--- src/rtl/hostport_pkg.sv ---
// Package: shared constants for the direct-register host FIFO port.
// Assumes: status and mask are 8 bits wide; the address is 3 bits wide.
package hostport_pkg;
    localparam logic [2:0] OFS_DATA = 3'd0;
    localparam logic [2:0] OFS_CTRL = 3'd2;
    localparam logic [2:0] OFS_MBX  = 3'd3;
    localparam logic [2:0] OFS_RST  = 3'd7;

    localparam logic [7:0] MASK_KEEP = 8'hED;
    localparam logic [7:0] MBX_KEEP  = 8'hFC;
    localparam int         SEL_BIT   = 7;
    localparam int         NPAIR     = 5;

    // mask bit index of interrupt pairing i
    function automatic int pair_mask(input int i);
        case (i)
            0: pair_mask = 6;
            1: pair_mask = 5;
            2: pair_mask = 3;
            3: pair_mask = 2;
            default: pair_mask = 0;
        endcase
    endfunction

    // status bit index of interrupt pairing i
    function automatic int pair_stat(input int i);
        case (i)
            0: pair_stat = 2;
            1: pair_stat = 1;
            2: pair_stat = 5;
            3: pair_stat = 6;
            default: pair_stat = 0;
        endcase
    endfunction
endpackage

--- src/rtl/hp_byte_fifo.sv ---
// Byte FIFO that accepts up to two bytes in and two bytes out per cycle.
// Assumes: DEPTH is a power of two; the caller never over-pushes or over-pops
// (it limits push_n and pop_n using count).
module hp_byte_fifo #(
    parameter int DEPTH = 16
) (
    input  logic                         clk,
    input  logic                         rst_n,
    input  logic                         clr,
    input  logic [1:0]                   push_n,
    input  logic [15:0]                  push_data,
    input  logic [1:0]                   pop_n,
    output logic [15:0]                  head,
    output logic [$clog2(DEPTH):0]       count
);
    localparam int AW = $clog2(DEPTH);
    localparam int CW = AW + 1;

    logic [7:0]    mem [DEPTH];
    logic [AW-1:0] wp, rp;
    logic [AW-1:0] wp1, rp1;

    assign wp1  = wp + AW'(1);
    assign rp1  = rp + AW'(1);
    assign head = {mem[rp1], mem[rp]};

    // storage write, low byte first
    always_ff @(posedge clk) begin
        if (push_n != 2'd0) mem[wp] <= push_data[7:0];
        if (push_n == 2'd2) mem[wp1] <= push_data[15:8];
    end

    // pointers and occupancy
    always_ff @(posedge clk) begin
        if (!rst_n || clr) begin
            wp    <= '0;
            rp    <= '0;
            count <= '0;
        end else begin
            wp    <= wp + AW'(push_n);
            rp    <= rp + AW'(pop_n);
            count <= count + CW'(push_n) - CW'(pop_n);
        end
    end


    depth_bound_chk: assert property (@(posedge clk) disable iff (!rst_n)
        count <= CW'(DEPTH));

    no_underflow_chk: assert property (@(posedge clk) disable iff (!rst_n)
        !clr |-> CW'(pop_n) <= count);
endmodule

--- src/rtl/hp_mailboxes.sv ---
// Pair of six-bit mailboxes with full flags.
// Assumes: values arrive already masked to bits 7..2.
// The outbound value is kept when the board consumes it; only the flag drops.
module hp_mailboxes (
    input  logic       clk,
    input  logic       rst_n,
    input  logic       clr,
    input  logic       h_load_out,
    input  logic [7:0] h_val,
    input  logic       h_take_in,
    input  logic       b_load_in,
    input  logic [7:0] b_val,
    input  logic       b_take_out,
    output logic [7:0] out_val,
    output logic [7:0] in_val,
    output logic       out_full,
    output logic       in_full
);
    // outbound mailbox: host loads, board consumes
    always_ff @(posedge clk) begin
        if (!rst_n || clr) begin
            out_val  <= '0;
            out_full <= 1'b0;
        end else if (h_load_out) begin
            out_val  <= h_val;
            out_full <= 1'b1;
        end else if (b_take_out) begin
            out_full <= 1'b0;
        end
    end

    // inbound mailbox: board loads, host read clears
    always_ff @(posedge clk) begin
        if (!rst_n || clr) begin
            in_val  <= '0;
            in_full <= 1'b0;
        end else if (b_load_in) begin
            in_val  <= b_val;
            in_full <= 1'b1;
        end else if (h_take_in) begin
            in_full <= 1'b0;
        end
    end


    obf_set_chk: assert property (@(posedge clk) disable iff (!rst_n)
        h_load_out && !clr |=> out_full);

    ob_keep_chk: assert property (@(posedge clk) disable iff (!rst_n)
        b_take_out && !h_load_out && !clr |=> !out_full && out_val == $past(out_val));

    ibf_clear_chk: assert property (@(posedge clk) disable iff (!rst_n)
        h_take_in && !b_load_in && !clr |=> !in_full);

    mbx_low_chk: assert property (@(posedge clk) disable iff (!rst_n)
        out_val[1:0] == 2'b00 && in_val[1:0] == 2'b00);
endmodule

--- src/rtl/hp_irq_map.sv ---
// Interrupt combiner: each pairing routes one mask bit to one status bit,
// and the result is gated by the global enable.
// Assumes: the pairing table comes from hostport_pkg.
module hp_irq_map
    import hostport_pkg::*;
(
    input  logic       glob_en,
    input  logic [7:0] mask,
    input  logic [7:0] status,
    output logic       irq
);
    logic [NPAIR-1:0] hit;

    for (genvar g = 0; g < NPAIR; g++) begin : g_pair
        localparam int MB = pair_mask(g);
        localparam int SB = pair_stat(g);
        assign hit[g] = mask[MB] & status[SB];
    end

    assign irq = glob_en & (|hit);
endmodule

--- src/rtl/fifo_host_port.sv ---
// Direct-register host port with two byte FIFOs and two six-bit mailboxes.
// Assumes: host strobes last one cycle; cfg_wide changes only while both
// FIFOs are empty; read data is combinational in the strobe cycle.
module fifo_host_port
    import hostport_pkg::*;
#(
    parameter int DEPTH = 16
) (
    input  logic        clk,
    input  logic        rst_n,
    input  logic        cfg_wide,
    input  logic        h_rd,
    input  logic        h_wr,
    input  logic [2:0]  h_addr,
    input  logic [15:0] h_wdata,
    output logic [15:0] h_rdata,
    output logic        irq,
    input  logic        brd_pop,
    output logic [7:0]  brd_out_data,
    input  logic        brd_push,
    input  logic [7:0]  brd_in_data,
    input  logic        brd_mbx_wr,
    input  logic [7:0]  brd_mbx_data,
    input  logic        brd_mbx_rd,
    output logic [7:0]  brd_out_mbx,
    input  logic        brd_irq_arm,
    output logic        board_rst
);
    localparam int CW = $clog2(DEPTH) + 1;

    logic [CW-1:0] cap, half, out_cnt, in_cnt, out_free;
    logic [1:0]    acc_w, o_push, o_pop, i_push, i_pop, in_avail;
    logic [15:0]   out_head, in_head;
    logic [7:0]    mask_q, status, ob_val, ib_val;
    logic          ob_full, ib_full, glob_en;
    logic          rd_any, wr_rst, wr_data, rd_data, wr_mbx, rd_mbx_in;

    assign cap      = cfg_wide ? CW'(DEPTH) : CW'(DEPTH / 2);
    assign half     = cap >> 1;
    assign acc_w    = cfg_wide ? 2'd2 : 2'd1;
    assign out_free = cap - out_cnt;

    assign rd_any    = h_rd && !h_wr;
    assign wr_rst    = h_wr && h_addr == OFS_RST;
    assign wr_data   = h_wr && h_addr == OFS_DATA;
    assign rd_data   = rd_any && h_addr == OFS_DATA;
    assign wr_mbx    = h_wr && h_addr == OFS_MBX;
    assign rd_mbx_in = rd_any && h_addr == OFS_MBX && !mask_q[SEL_BIT];

    // push/pop amounts from pre-cycle counts
    always_comb begin
        o_push   = (wr_data && out_free >= CW'(acc_w)) ? acc_w : 2'd0;
        o_pop    = (brd_pop && out_cnt != '0) ? 2'd1 : 2'd0;
        i_push   = (brd_push && in_cnt != cap) ? 2'd1 : 2'd0;
        in_avail = (in_cnt >= CW'(2)) ? 2'd2 : in_cnt[1:0];
        i_pop    = 2'd0;
        if (rd_data) i_pop = cfg_wide ? in_avail : {1'b0, in_cnt != '0};
    end

    hp_byte_fifo #(.DEPTH(DEPTH)) u_out (
        .clk(clk), .rst_n(rst_n), .clr(wr_rst),
        .push_n(o_push), .push_data(h_wdata), .pop_n(o_pop),
        .head(out_head), .count(out_cnt));

    hp_byte_fifo #(.DEPTH(DEPTH)) u_in (
        .clk(clk), .rst_n(rst_n), .clr(wr_rst),
        .push_n(i_push), .push_data({8'h00, brd_in_data}), .pop_n(i_pop),
        .head(in_head), .count(in_cnt));

    hp_mailboxes u_mbx (
        .clk(clk), .rst_n(rst_n), .clr(wr_rst),
        .h_load_out(wr_mbx), .h_val(h_wdata[7:0] & MBX_KEEP),
        .h_take_in(rd_mbx_in),
        .b_load_in(brd_mbx_wr), .b_val(brd_mbx_data & MBX_KEEP),
        .b_take_out(brd_mbx_rd),
        .out_val(ob_val), .in_val(ib_val),
        .out_full(ob_full), .in_full(ib_full));

    // mask register, global enable, board reset pulse
    always_ff @(posedge clk) begin
        if (!rst_n || wr_rst) begin
            mask_q  <= '0;
            glob_en <= 1'b0;
        end else begin
            if (h_wr && h_addr == OFS_CTRL) mask_q <= h_wdata[7:0] & MASK_KEEP;
            if (brd_irq_arm) glob_en <= 1'b1;
        end
        board_rst <= rst_n && wr_rst;
    end

    assign status = {ob_full,
                     out_free < CW'(acc_w),
                     in_cnt == '0,
                     out_cnt >= half,
                     in_cnt >= half,
                     ib_full,
                     in_cnt == cap,
                     out_cnt == '0};

    // host read mux
    always_comb begin
        h_rdata = '0;
        if (rd_any) begin
            case (h_addr)
                OFS_DATA: begin
                    if (in_cnt != '0) h_rdata[7:0] = in_head[7:0];
                    if (cfg_wide && in_cnt >= CW'(2)) h_rdata[15:8] = in_head[15:8];
                end
                OFS_CTRL: h_rdata[7:0] = status;
                OFS_MBX:  h_rdata[7:0] = mask_q[SEL_BIT] ? ob_val : ib_val;
                default:  h_rdata = '0;
            endcase
        end
    end

    hp_irq_map u_irq (.glob_en(glob_en), .mask(mask_q), .status(status), .irq(irq));

    assign brd_out_data = (out_cnt != '0) ? out_head[7:0] : 8'h00;
    assign brd_out_mbx  = ob_val;


    rst_clear_chk: assert property (@(posedge clk) disable iff (!rst_n)
        wr_rst |=> status == 8'h21 && !irq && board_rst);

    rst_pulse_chk: assert property (@(posedge clk) disable iff (!rst_n)
        board_rst |=> !board_rst || $past(wr_rst));

    out_cap_chk: assert property (@(posedge clk) disable iff (!rst_n)
        out_cnt <= cap && in_cnt <= cap);

    in_full_drop_chk: assert property (@(posedge clk) disable iff (!rst_n)
        brd_push && in_cnt == cap && !rd_data && !wr_rst |=> in_cnt == $past(in_cnt));

    mbx_read_low_chk: assert property (@(posedge clk) disable iff (!rst_n)
        rd_any && h_addr == OFS_MBX |-> h_rdata[1:0] == 2'b00);
endmodule

--- config.mk ---
export PLATFORM = sky130hd
export DESIGN_NAME = fifo_host_port
export DESIGN_NICKNAME = d
export VERILOG_FILES = /design/src/rtl/hostport_pkg.sv /design/src/rtl/hp_byte_fifo.sv /design/src/rtl/hp_mailboxes.sv /design/src/rtl/hp_irq_map.sv /design/src/rtl/fifo_host_port.sv
export SDC_FILE = /design/constraint.sdc
export NUM_CORES = 1
export LEC_CHECK = 0
export BUFFER_PORTS_ARGS = -buffer_cell sky130_fd_sc_hd__clkbuf_2
export CAP_MARGIN = 20
export CORE_UTILIZATION = 56
export CTS_CLUSTER_SIZE = 24
export DETAILED_ROUTE_END_ITERATION = 8
export HOLD_SLACK_MARGIN = 0.1
export PLACE_DENSITY = 0.87
export SLEW_MARGIN = 20
export SYNTH_ARGS = -nofsm -noshare
export SYNTH_HDL_FRONTEND = slang
export SYNTH_SLANG_ARGS = --single-unit
--- constraint.sdc ---
create_clock -name clk -period 4.3 [get_ports clk]
set_input_delay 0.86 -clock clk [delete_from_list [all_inputs] [get_ports clk]]
set_output_delay 0.86 -clock clk [all_outputs]
set_load 0.01 [all_outputs]
# Yosys cells after proc, flatten, opt, wreduce, memory -nomap -nowiden
# Memories as Yosys holds them, arrays and structs flattened. A register that Yosys moved wholly into a read port is not among the register bits.
# Index checks and enable logic that the tools add are counted.
# Widths: inputs -> output; s select.
# op_classes
n_mux	32
addsub	12
n_eq_ne	7
n_reduce_logical	28
order_cmp	5
bitwise_logic	6
# op_table
operator	count
$mux 8	6
$pmux 8 s3	1
$mux 16	1
$mux 1	15
$logic_and 1x1->1	13
$add 4x1->4 const B	3
$mux 4	3
$ge 5x4->1	2
$logic_not 5->1	2
$mux 2	5
$reduce_bool 5->1	2
$add 4x1->4	2
$add 4x2->4	2
$reduce_bool 2->1	4
$reduce_or 8->1	1
$and 1x1->1	6
$eq 3x2->1 const B	2
$add 5x1->5	1
$add 5x2->5	1
$eq 5x5->1	1
$ge 5x2->1	1
$ge 5x2->1 const B	1
$lt 5x2->1	1
$mux 5	1
11 further kinds	13
# word_totals
in_bits	45
mem_bits_rw	256
reg_bits	48
n_memories	2
# memory_table
name	depth	word_bits	read_ports	rd_clocked_by_memory_dff	write_ports	line_no	rtl
u_in.mem	16	8	2	1	1	hp_byte_fifo.sv:19	logic [7:0] mem [DEPTH];
u_out.mem	16	8	1	1	2	hp_byte_fifo.sv:19	

# Logic depth before layout (Yosys ltp)
# logic_depth
ltp_word	9
ltp_mapped	17
depth_no_buf	16

# Cells and area by module
# Synthesis repeated with hierarchy kept, for this count alone.
# unflattened
hier_cells	1412
hier_area_um2	18734.2
# by_module_without_submodules
module	instances	cells_per_inst	seq_area_each_um2	area_each_um2
hp_byte_fifo at u_out	1	651	4103.9	8509.4
hp_byte_fifo at u_in	1	553	4103.9	8420.6
fifo_host_port	1	144	160.2	1083.5
hp_mailboxes	1	61	360.3	695.7
hp_irq_map	1	3	0.0	25.0

# Worst setup path after synthesis
# No wires, ideal clock.
# synth_timing
path_kind	in2reg
start	input port cfg_wide
end	register u_out.count[4]
slack_ns	0.003
path_stages	17
setup_time_ns	0.071
path_buffers	3
required_ns	4.229
arrival_ns	4.226
path_cell_list	buf_6 -> clkbuf_1 -> inv_1 -> ha_1 -> or3_1 -> a31o_2 -> nand4_2 -> o21a_4 -> buf_8 -> nand2_1 -> ha_1 -> inv_1 -> fa_1 -> a21oi_1 -> nor2_1 -> or3_1 -> a21oi_1
# synth_via
elab_chain_cells	7
word_cells_on_any_way	8
# synth_rtl
item	line_no	rtl
start: declaration	fifo_host_port.sv:11	input logic cfg_wide,
$mux 5	fifo_host_port.sv:38	assign cap = cfg_wide ? CW'(DEPTH) : CW'(DEPTH / 2);
$sub 5x5->5	fifo_host_port.sv:41	assign out_free = cap - out_cnt;
$ge 5x2->1	fifo_host_port.sv:52	o_push = (wr_data && out_free >= CW'(acc_w)) ? acc_w : 2'd0;
$logic_and 1x1->1	fifo_host_port.sv:52	
$mux 2 *	fifo_host_port.sv:52	
$add 5x2->5 *	hp_byte_fifo.sv:42	count <= count + CW'(push_n) - CW'(pop_n);
$sub 5x1->5 *	hp_byte_fifo.sv:42	
end signal: assignment	hp_byte_fifo.sv:42	
end: declaration	hp_byte_fifo.sv:14	output logic [$clog2(DEPTH):0] count
# Mark *: on every way between the ends. The rest lies on a longest branch, timed or not.
# A chain may end at the register's enable or synchronous reset.

==> results.txt <==
The count of port buffers added during placement is 74. The detail-routed via count per cell is 6.45. The area of the multi-input gates is 0.00665 mm2. The number of nets at the end of the flow is 1173. The count of final setup violators is 0. The I/O pin total is 79. Internal power comes to around 0.0057 W.

The height of the die is roughly 170 um. For this configuration, the core starts out at a cell density of 0.571. The number of cell rows came out at 61. The die outline area came out at 0.0291 mm2.

Max-cap violations in this run came to 0. Routability-driven placement finished with a final weighted congestion of 0.910. The min-delay analysis places its worst path in the category reg2reg. The cell area reported after detailed placement is about 0.017 mm2. By instance count, the leading cell after synthesis is sky130_fd_sc_hd__edfxtp_1. The logic gate share of total power came out at 0.190. The number of hold buffers added after cts is 0. The switching power is 0.00201 W. Counting flops and latches in the post-synthesis netlist gives roughly 300.

The remaining antenna violation count is 0. The portion of total power attributed to the clock network came out at 0.368. After clock tree synthesis, the repair step resized 0 gates. The number of synthesized flops with an enable pin came out at 256.

The number of global-route vias before repair is 9888. The xor-xnor portion of the synthesized cell area came out at 0.00991. The number of antenna violations at the first check in global routing came out at 0. The arithmetic-cell share of the synthesized area counting full adders, half adders and majority gates came out at 0.0310.

The global routing usage on met2 came out at 0.473. The max-slew violation total from the final report is 0. The required time of the critical path is 3.44 ns.

The warning count from the yosys run came out at 0. In this run, the number of DRC markers left after iteration 0 of detailed routing was 931. Setup repair after global routing left no endpoint under its margin.

The area share of the largest cell type after synthesis came out at 0.483. The post-synth design cell area is 0.0159 mm2. Entering global routing, the biggest net connects 31 pins. The number of clock sinks came out at 304. The average footprint of a synthesized cell came out at 15.6 um2. The tree is rooted in a sky130_fd_sc_hd__clkbuf_16. The largest stage delay on the critical path is 0.76 ns.

The global-route met3 utilization is 0.0477. The most utilized layer in the global route result is met2. The routed design has slightly below 40000 um of wire. The relative contribution of sequential cells to total power came out at 0.442.

The average routed wire per standard cell is 25.8 um. The total DRC errors in the routed layout came out at 0. Power spread over the standard cell area amounts to ~430 mW/mm2.

The total power of the final layout is 0.00770 W. The final worst-path setup slack is 0.293 ns. The number of antenna diodes in the final layout is 0. Of the available clock period, the critical path in the final layout requires 0.932. TritonCTS built the clock tree. The overall die width is 171 um. The signal on the critical path passes through buf_4, mux4_2, mux2i_1, a2111oi_0, a221oi_1, nor2_1, clkbuf_2. Ranked by instance count, the synthesized netlist is headed by sky130_fd_sc_hd__edfxtp_1, sky130_fd_sc_hd__mux4_2, sky130_fd_sc_hd__mux2_2. After synthesis, the largest family of logic cells by area is multiplexers.

The fraction of final layout cells with drive strength greater than 1 came out at 0.395. The synthesized design spends more area on one cell type than any other, namely sky130_fd_sc_hd__edfxtp_1. The area growth from synthesis to layout is 11.7%.

The highest fanout seen on the critical path came out at 24. The number of buffers and inverters on the critical path is 2. STA classifies the critical path endpoint as a primary output. The static leakage came out at 6.20 nW. The complex-gate fraction of the synthesized area is 0.0300. The share of the Yosys chip area taken by registers is 0.544. For this run, global-route usage on met1 was measured as 0.338. The HPWL after detailed placement is about 26000 um. The total via count after detailed routing is 9637. The number of distinct library cells after synthesis is 56. The first-pass GRT wire length is 58600 um. The clock latency on the worst-skew pair came out at 0.58 ns.

The highest-delay cell along the critical path is sky130_fd_sc_hd__a2111oi_0. In this run the tightest slew margin relative to its limit is 0.330. The simple logic cell fraction of the synthesized area came out at 0.0668. The core footprint came out at 0.0279 mm2. The maximum resistive drop on vdd came out at 0.350 mV.

The achievable frequency came out at 250 MHz. In this design, the largest share of critical-path delay is due to compound AO/OA/AOI/OAI gates. The number of buffers inserted to repair setup after CTS came out at 0. The total global-route track usage is 0.272. The net switching share of the total power came out at 0.261. The area taken by flip-flops and latches came out at 0.00865 mm2.

The arrival time reported for the critical path endpoint came out at around 3.2 ns. The total overflow reported by the global router is 0. STA classifies the critical path startpoint as a register. Clock-pin slew was measured on the worst setup and hold paths at 0.06 ns. The flow ran to the end, and the final reports show no timing, DRC or antenna violations.

The worst setup skew after layout came out at 0.0302 ns. Among all flip-flop cells after synthesis, the most frequent one is sky130_fd_sc_hd__edfxtp_1. The share of flip-flops with an asynchronous set or reset after synthesis came out at 0.

TritonCTS created 31 clock buffers. Sorting the synthesized cells by area gives the leading types as sky130_fd_sc_hd__edfxtp_1, sky130_fd_sc_hd__mux4_2, sky130_fd_sc_hd__dfxtp_1. The minimum clock period came out at 4.01 ns.

The transition time at the pin with the least slew margin is 1.00 ns. The final standard cell utilization of the core is 0.637. The filler cell count came out at 1875.

Synthesis handed over a netlist of 1019 instances. The finished cells cover between 0.015 and 0.02 mm2. The worst setup timing slack at the placement stage is 0.236 ns. The final sum of negative setup slack is 0 ns.

The critical path in this run is classified as reg2out. The pre-antenna-repair detailed-routing pass consisted of 5 iterations. Measured against the total synthesized area, the mux share comes to 0.278. The largest buffer count on any clock path is 3.

The H-tree depth reported by CTS came out at 1. The count of endpoints failing hold in the final timing report was 0.
-- power groups by stage --
stage | Combinational, W | Clock, W | Sequential (W)
final | 0.00146 | 0.00283 | 0.00341
after global routing | 0.00159 | 0.00296 | 0.00342
after CTS | 0.00145 | 0.00285 | 0.00340
after detailed placement | 0.00144 | 0 | 0.00346
after global placement | 0.00138 | 0 | 0.00345
after floorplan | 0.00106 | 0 | 0.00339
-- routing by layer --
layer  vias to the layer above  share of wire
li1                       4119              -
met1                      4911           0.37
met2                       495           0.51
met3                       112          0.077
met4                         0          0.044
met5                         -              0
-- stage by stage --
step | hold slack, ns | std cells
after floorplan | 0.430 | 1020
after global placement | 0.442 | 1436
after detailed placement | 0.481 | 1436
after CTS | 0.490 | 1494
after global routing | 0.512 | 1494
final | 0.489 | 1494
-- worst reg2reg max path, stage by stage (launching register included) --
cell and delay (ns):
sky130_fd_sc_hd__dfxtp_1 0.38, sky130_fd_sc_hd__inv_1 0.10, sky130_fd_sc_hd__ha_1 0.34, sky130_fd_sc_hd__or3_1 0.38, sky130_fd_sc_hd__a31o_2 0.27, sky130_fd_sc_hd__nand4_2 0.11, sky130_fd_sc_hd__o21a_4 0.14, sky130_fd_sc_hd__nand2_1 0.08
sky130_fd_sc_hd__ha_1 0.30, sky130_fd_sc_hd__inv_1 0.06, sky130_fd_sc_hd__fa_1 0.46, sky130_fd_sc_hd__a21oi_1 0.14, sky130_fd_sc_hd__nor2_1 0.07, sky130_fd_sc_hd__or3_1 0.34, sky130_fd_sc_hd__a21oi_1 0.13
-- final timing paths --
path | endpoint | slack (ns) | startpoint | depth (start not counted)
max | h_rdata[6] | 0.29 | u_in.rp[0] | 7
max reg2reg | u_out.count[4] | 0.94 | u_out.count[3] | 14
min | u_mbx.in_val[4] | 0.49 | u_mbx.in_val[4] | 2
min reg2reg | u_mbx.in_val[4] | 0.49 | u_mbx.in_val[4] | 2
-- registers in the layout, indices dropped and copies added (netlist names) --
signal	count
u_out.rp	4
u_in.wp	4
u_out.wp	4
u_out.count	5
u_mbx.in_val	6
u_in.count	5
u_out.mem	128
u_mbx.in_full	1
u_in.mem	128
board_rst	1
glob_en	1
u_mbx.out_full	1
mask_q	6
u_mbx.out_val	6
u_in.rp	4
-- layout by cell type (no fill, tap or decap), types with 5 or more instances in the layout --
cell,netlist,final
sky130_fd_sc_hd__clkbuf_2,0,77
sky130_fd_sc_hd__nor2_1,66,66
sky130_fd_sc_hd__mux2_4,56,56
sky130_fd_sc_hd__mux4_2,110,110
sky130_fd_sc_hd__nor3_1,12,12
sky130_fd_sc_hd__buf_4,4,50
sky130_fd_sc_hd__bufinv_16,0,5
sky130_fd_sc_hd__xnor2_1,9,9
sky130_fd_sc_hd__edfxtp_1,256,256
sky130_fd_sc_hd__mux2i_1,21,21
sky130_fd_sc_hd__nor2b_1,25,25
sky130_fd_sc_hd__ha_1,33,32
sky130_fd_sc_hd__and4_4,7,7
sky130_fd_sc_hd__clkinv_2,0,5
sky130_fd_sc_hd__and4_1,9,9
sky130_fd_sc_hd__and3_1,13,13
sky130_fd_sc_hd__mux2_2,79,79
sky130_fd_sc_hd__nand2b_1,5,5
sky130_fd_sc_hd__o21ai_0,5,5
sky130_fd_sc_hd__clkbuf_1,44,5
sky130_fd_sc_hd__or3_1,5,5
sky130_fd_sc_hd__dfxtp_1,48,45
sky130_fd_sc_hd__nand2_1,32,32
sky130_fd_sc_hd__xor2_1,9,8
sky130_fd_sc_hd__a211oi_1,16,16
sky130_fd_sc_hd__a21oi_1,24,24
sky130_fd_sc_hd__nand3_1,8,8
sky130_fd_sc_hd__clkbuf_16,0,32
sky130_fd_sc_hd__o22ai_1,7,7
sky130_fd_sc_hd__inv_1,34,34
-- cell type report --
class                      instances  area share
sequential                       304       0.487
clock buffer                      42      0.0485
clock inverter                    16      0.0116
inverter                          34     0.00719
tap                              378      0.0266
multi-input combinational        594       0.374
timing repair buffer             126      0.0442
-- logic make-up after synthesis --
logic type / after synthesis
compound gates: 72
xor+xnor: 18
fa+ha+maj: 37
buf+inv: 122
flops: 304
mux: 266
other cells: 1
simple gates: 199
Power figures use the tool's default switching activity.
